==> src/rtl/msi_db_pkg.sv <==
package msi_db_pkg;

  localparam int WORD_W = 32;
  typedef logic [WORD_W-1:0] word_t;

  // highest internal bit of the slice owned by status word reg_idx
  function automatic int slice_hi(int vec_per_reg, int reg_idx);
    return (vec_per_reg >= WORD_W) ? (WORD_W - 1) : (WORD_W - 1 - vec_per_reg * reg_idx);
  endfunction

  // reversed placement: index 0 lands on the top bit of the slice
  function automatic logic [4:0] bit_pos(int hi, logic [4:0] idx);
    logic [4:0] top;
    top = 5'(hi);
    return top - idx;
  endfunction

  // bits a status word may legally hold
  function automatic word_t slice_mask(int vec_per_reg, int reg_idx);
    word_t ones;
    int    lo;
    lo   = slice_hi(vec_per_reg, reg_idx) - vec_per_reg + 1;
    ones = (vec_per_reg >= WORD_W) ? '1 : ((word_t'(1) << vec_per_reg) - word_t'(1));
    return ones << lo;
  endfunction

  // bus presentation: byte order reversed
  function automatic word_t to_bus(word_t w);
    return {w[7:0], w[15:8], w[23:16], w[31:24]};
  endfunction

endpackage

==> src/rtl/msi_db_decode.sv <==
module msi_db_decode
  import msi_db_pkg::*;
#(
  parameter int SEL_SHIFT   = 3,
  parameter int NUM_REGS    = 8,
  parameter int VEC_PER_REG = 32,
  parameter int ADDR_W      = 8
) (
  input  logic                       wr_en,
  input  logic [ADDR_W-1:0]          wr_addr,
  input  word_t                      wr_data,
  output logic [NUM_REGS-1:0][WORD_W-1:0] set_vec,
  output logic                       bad_o
);
  localparam int SEL_W = SEL_SHIFT;

  logic             db_hit;
  logic [SEL_W-1:0] sel;
  word_t            idx32;
  logic             sel_ok;
  logic             idx_ok;

  assign db_hit = wr_en && (wr_addr == '0);
  assign sel    = wr_data[SEL_W-1:0];
  assign idx32  = wr_data >> SEL_SHIFT;
  assign sel_ok = 32'(sel) < 32'(NUM_REGS);
  assign idx_ok = idx32 < 32'(VEC_PER_REG);
  assign bad_o  = db_hit && !(sel_ok && idx_ok);

  for (genvar i = 0; i < NUM_REGS; i++) begin : g_set
    assign set_vec[i] = (db_hit && sel_ok && idx_ok && (sel == SEL_W'(i)))
                      ? (word_t'(1) << bit_pos(slice_hi(VEC_PER_REG, i), idx32[4:0]))
                      : '0;
  end

endmodule

==> src/rtl/msi_db_status_bank.sv <==
module msi_db_status_bank
  import msi_db_pkg::*;
#(
  parameter int NUM_REGS    = 8,
  parameter int VEC_PER_REG = 32
) (
  input  logic                            clk,
  input  logic                            rst_n,
  input  logic [NUM_REGS-1:0][WORD_W-1:0] set_vec,
  input  logic [NUM_REGS-1:0]             rd_clr,
  output logic [NUM_REGS-1:0][WORD_W-1:0] stat,
  output logic [NUM_REGS-1:0]             irq_o
);

  for (genvar i = 0; i < NUM_REGS; i++) begin : g_reg
    always_ff @(posedge clk) begin
      if (!rst_n)         stat[i] <= '0;
      else if (rd_clr[i]) stat[i] <= set_vec[i];
      else                stat[i] <= stat[i] | set_vec[i];
    end

    assign irq_o[i] = |stat[i];

    AST_SET_BECOMES_PENDING: assert property (@(posedge clk) disable iff (!rst_n)
      (set_vec[i] != '0) |=> ((stat[i] & $past(set_vec[i])) == $past(set_vec[i])));
    AST_READ_CLEARS_WORD: assert property (@(posedge clk) disable iff (!rst_n)
      (rd_clr[i] && set_vec[i] == '0) |=> (stat[i] == '0));
    AST_IRQ_FALLS_ON_READ: assert property (@(posedge clk) disable iff (!rst_n)
      $fell(irq_o[i]) |-> $past(rd_clr[i]));
    AST_PENDING_IN_SLICE: assert property (@(posedge clk) disable iff (!rst_n)
      (stat[i] & ~slice_mask(VEC_PER_REG, i)) == '0);
  end

endmodule

==> src/rtl/msi_db_readmux.sv <==
module msi_db_readmux
  import msi_db_pkg::*;
#(
  parameter int NUM_REGS  = 8,
  parameter int ADDR_W    = 8,
  parameter int STAT_BASE = 4
) (
  input  logic                            clk,
  input  logic                            rst_n,
  input  logic                            rd_en,
  input  logic [ADDR_W-1:0]               rd_addr,
  input  logic [NUM_REGS-1:0][WORD_W-1:0] stat,
  output logic [NUM_REGS-1:0]             rd_clr,
  output word_t                           rd_data
);
  word_t rd_next;

  for (genvar i = 0; i < NUM_REGS; i++) begin : g_hit
    assign rd_clr[i] = rd_en && (rd_addr == ADDR_W'(STAT_BASE + 4 * i));
  end

  always_comb begin
    rd_next = '0;
    for (int i = 0; i < NUM_REGS; i++)
      if (rd_clr[i]) rd_next = rd_next | to_bus(stat[i]);
  end

  always_ff @(posedge clk) begin
    if (!rst_n) rd_data <= '0;
    else        rd_data <= rd_next;
  end

  AST_ONE_WORD_PER_READ: assert property (@(posedge clk) disable iff (!rst_n)
    $onehot0(rd_clr));
  AST_UNMAPPED_READS_ZERO: assert property (@(posedge clk) disable iff (!rst_n)
    (rd_en && rd_clr == '0) |=> (rd_data == '0));

endmodule

==> src/rtl/msi_doorbell_bank.sv <==
module msi_doorbell_bank
  import msi_db_pkg::*;
#(
  parameter int SEL_SHIFT   = 3,
  parameter int NUM_REGS    = 8,
  parameter int VEC_PER_REG = 32,
  parameter int STAT_BASE   = 4,
  parameter int ADDR_W      = 8
) (
  input  logic                clk,
  input  logic                rst_n,
  input  logic                wr_en,
  input  logic [ADDR_W-1:0]   wr_addr,
  input  logic [31:0]         wr_data,
  input  logic                rd_en,
  input  logic [ADDR_W-1:0]   rd_addr,
  output logic [31:0]         rd_data,
  output logic [NUM_REGS-1:0] irq_o,
  output logic                err_o
);
  logic [NUM_REGS-1:0][WORD_W-1:0] set_vec;
  logic [NUM_REGS-1:0][WORD_W-1:0] stat;
  logic [NUM_REGS-1:0]             rd_clr;
  logic                            bad_db;
  logic                            err_q;

  msi_db_decode #(
    .SEL_SHIFT(SEL_SHIFT), .NUM_REGS(NUM_REGS),
    .VEC_PER_REG(VEC_PER_REG), .ADDR_W(ADDR_W)
  ) u_decode (
    .wr_en(wr_en), .wr_addr(wr_addr), .wr_data(wr_data),
    .set_vec(set_vec), .bad_o(bad_db)
  );

  msi_db_status_bank #(
    .NUM_REGS(NUM_REGS), .VEC_PER_REG(VEC_PER_REG)
  ) u_bank (
    .clk(clk), .rst_n(rst_n), .set_vec(set_vec), .rd_clr(rd_clr),
    .stat(stat), .irq_o(irq_o)
  );

  msi_db_readmux #(
    .NUM_REGS(NUM_REGS), .ADDR_W(ADDR_W), .STAT_BASE(STAT_BASE)
  ) u_rmux (
    .clk(clk), .rst_n(rst_n), .rd_en(rd_en), .rd_addr(rd_addr),
    .stat(stat), .rd_clr(rd_clr), .rd_data(rd_data)
  );

  always_ff @(posedge clk) begin
    if (!rst_n)      err_q <= 1'b0;
    else if (bad_db) err_q <= 1'b1;
  end
  assign err_o = err_q;

  AST_SINGLE_PENDING_SET: assert property (@(posedge clk) disable iff (!rst_n)
    $countones(set_vec) <= 1);
  AST_REJECT_SETS_NOTHING: assert property (@(posedge clk) disable iff (!rst_n)
    bad_db |-> (set_vec == '0));
  AST_ERR_STAYS_SET: assert property (@(posedge clk) disable iff (!rst_n)
    err_o |=> err_o);
  AST_REJECT_RAISES_ERR: assert property (@(posedge clk) disable iff (!rst_n)
    bad_db |=> err_o);

endmodule

==> config.mk <==
export PLATFORM = sky130hd
export DESIGN_NAME = msi_doorbell_bank
export DESIGN_NICKNAME = d
export VERILOG_FILES = /design/src/rtl/msi_db_pkg.sv /design/src/rtl/msi_db_decode.sv /design/src/rtl/msi_db_status_bank.sv /design/src/rtl/msi_db_readmux.sv /design/src/rtl/msi_doorbell_bank.sv
export SDC_FILE = /design/constraint.sdc
export NUM_CORES = 1
export LEC_CHECK = 0
export BUFFER_PORTS_ARGS = -buffer_cell sky130_fd_sc_hd__buf_2
export CORE_MARGIN = 2
export CORE_UTILIZATION = 45
export DETAILED_ROUTE_END_ITERATION = 7
export PLACE_DENSITY = 0.63
export SETUP_SLACK_MARGIN = 0.02
export SYNTH_ARGS = -nofsm -noshare
export SYNTH_HDL_FRONTEND = slang
export SYNTH_HIERARCHICAL = 1
export SYNTH_SLANG_ARGS = --single-unit
==> constraint.sdc <==
create_clock -name clk -period 4.52 [get_ports clk]
set_input_delay 0.904 -clock clk [delete_from_list [all_inputs] [get_ports clk]]
set_output_delay 0.904 -clock clk [all_outputs]
set_load 0.02 [all_outputs]
==> qor.csv <==
metric,value,unit
status,"complete, no violations",
yosys.area_share.adder,0,
max_slew_margin,0.1762,
critPathMaxFanout,3,
die_h,199.9,microns
synth_mux_area_frac,0.03811,
instances_no_fill,2404,
port-buffer-count,92,
floorplan.die_area,39960,sq um
total_power,0.005576,W
insertion_delay,0.56,ns
drc,0,
p_sw_frac,0.2523,
post-route-min-period,3.135,ns
syn-instance-count,1939,
fin_skew,0.02743,ns
final_cell_area,18870,sq um
fin_nets,1922,
p_leak,6.155,nW
gp_congestion,0.9153,
grt_pass1_vias,15260,
dpl.cell_count,2343,
worst_ep_required_time,3.62,ns
critPathBufInv,1,
start_util,0.4574,
cp-start-kind,flip-flop,
power.internal,0.004169,W
fp-row-count,71,
fmax,319.0,MHz
cts_max_level,2,
worst_path_largest_cell_delay,0.56,ns
power_density,295.4,nW/um^2
dr.pass1.iters,6,
clkTransAtPathRegs,0.06,ns
netlist.top_cell.by_area,dfxtp_1,
drv_slew,0,
max-cap-violations,0,
yosysWarningCount,6,
antenna_found_initial,1,
ys_top_cells_by_area,"dfxtp_1, nor4_2, o21a_1",
grtUsageTotal,0.3099,
ys_seq_area_frac,0.3350,
vias_per_cell,6.707,
placed_area,17800,sq um
antenna_left,0,
synth_flop_cell,dfxtp_1,
area_growth,9.296,%
syn_area_per_cell,8.906,sq um
synthXorXnorAreaFrac,0,
timing.final.crit_share,0.6936,
num_io_pins,93,
crit_family,simple AND/OR/NAND/NOR gates,
clock_path_buffers,3,
grt_max_degree,199,
ir_drop,240.9,uV
grt_setup_unrepaired,no,
final.setup.tns,0,ns
cts_setup_buffers,0,
crit_type,flip-flop to output pin,
synth_top_area_frac,0.3350,
grt_first_pass_wirelength,95.08,mm
cts_buffers,36,
path_cells,nor4_1 -> nand4_1 -> or2_1 -> buf_2,
routed_wl,62.29,mm
initialDrtViolationCount,1981,
cts-resized-gates,0,
layout-drive-gt1-share,0.2347,
synth-edff-count,0,
synth_simple_gate_area_frac,0.3860,
vias,16120,
avgRoutedWirePerCell,25.91,microns
syn-cell-area,17270,sq um
clock-root-buffer,clkbuf_16,
combPwrFrac,0.057,
clkPwrFrac,0.486,
clock-sinks,289,
cts_tree,built,
p_sw,0.001407,W
end_kind,output pin,
hold_buffers,0,
async_flop_share,0,
dpl.hpwl,37.18,mm
worstMarginPinSlew,1.236,ns
ys_types,46,
dieWidth,199.9,microns
ys_seq_elements,289,
synth_compound_area_frac,0.1728,
finalHoldViolCount,0,
setup-violations-final,0,
seq_power_share,0.457,
grt.overflow.total,0,
core_area,37760,sq um
hold_path.class,flip-flop to flip-flop,
syn-num-nets,1991,
critPathSlowestCell,nor4_1,
worstPathArrival,2.23,ns
synth_top_family_by_area,simple AND/OR/NAND/NOR gates,
## flip-flops by register name, indices dropped and copies added, names as in the netlist
| register | count |
|---|---|
| u_rmux/rd_data | 32 |
| u_bank/stat | 256 |
| err_o | 1 |
## stage by stage
stage	hold slack, ns	util	worst slack, ns
5_1_grt	0.4839	0.4998	1.340
3_5_place_dp	0.4503	0.4716	1.316
3_3_place_gp	0.4498	0.4716	1.338
6_report	0.4577	0.4999	1.385
4_1_cts	0.4635	0.4998	1.319
2_1_floorplan	0.4449	-	1.781
## final cells by class
type	count	area, sq um
Antenna cell	1	2.502
Clock buffer	54	1018
Clock inverter	6	47.55
Fill cell	3457	18880
Inverter	2	7.507
Multi-Input combinational cell	1394	10420
Sequential cell	289	5786
Tap cell	511	639.4
Timing Repair Buffer	147	957.2
## metal layers
metal	share of wire	vias up	global-route usage
li1	-	7129	-
met2	0.45	871	0.4819
met3	0.10	195	0.06317
met5	0	-	0
met1	0.40	7929	0.4115
met4	0.049	0	0.1479
## final timing paths
kind	start	endpoint	slack, ns	depth (start not counted)
worst max-delay path	u_bank/stat[35]$_SDFF_PN0_	irq_o[1]	1.38	4
worst min-delay path	err_o$_SDFFE_PN0P_	err_o$_SDFFE_PN0P_	0.46	1
worst max register to register	u_bank/stat[202]$_SDFF_PN0_	u_rmux/rd_data[18]$_SDFF_PN0_	2.74	4
worst min register to register	err_o$_SDFFE_PN0P_	err_o$_SDFFE_PN0P_	0.46	1
## cell families after synthesis
logic type | Yosys count
muxes | 55
AOI/OAI and AO/OA | 394
DFF | 289
and+or+nand+nor | 945
buffers and inverters | 256
## cell usage after synthesis (7+ instances only)
| master | count |
|---|---|
| a22o_1 | 17 |
| a22oi_1 | 46 |
| dfxtp_1 | 289 |
| a222oi_1 | 11 |
| o22a_1 | 7 |
| buf_4 | 25 |
| nor2_1 | 16 |
| o22ai_1 | 9 |
| nand3_1 | 260 |
| a31oi_1 | 11 |
| nor4_2 | 172 |
| nand2_1 | 14 |
| o21a_1 | 263 |
| nor2b_1 | 262 |
| buf_2 | 84 |
| nand4_1 | 21 |
| nor4_1 | 161 |
| or2_1 | 8 |
| buf_1 | 40 |
| a32oi_1 | 11 |
| mux2_2 | 46 |
| a21oi_1 | 12 |
| clkbuf_1 | 103 |
## placed cells by master (no fill, tap or decap), types with 3 or more instances in the layout
cell	synthesis	final
nand3_1	260	259
o22ai_1	9	9
nand4_1	21	21
buf_2	84	91
o22a_1	7	7
mux2_2	46	46
clkbuf_16	0	36
buf_12	0	6
nor2b_1	262	259
and3b_1	6	6
nor4_2	172	174
a32oi_1	11	11
clkinv_2	0	3
nor3b_2	1	5
nor2_1	16	13
dfxtp_1	289	289
a221oi_1	3	3
a222oi_1	11	11
nand2b_1	3	3
o21a_1	263	263
a31oi_1	11	11
a22o_1	17	17
mux2i_1	5	5
a21oi_1	12	12
a22oi_1	46	46
or2_1	8	8
nor4_1	161	159
clkbuf_8	0	6
buf_4	25	49
mux4_2	4	4
clkbuf_1	103	13
nand2_1	14	13
## power by group through the flow
stage                     combinational, W  clock (W)  sequential [W]
after floorplan                   0.000189          0         0.00260
after global placement            0.000309          0         0.00260
after detailed placement          0.000312          0         0.00260
after CTS                         0.000311    0.00273         0.00255
after global routing              0.000330    0.00283         0.00255
final                             0.000320    0.00271         0.00255
No activity file was read; power rests on OpenSTA's default activity.
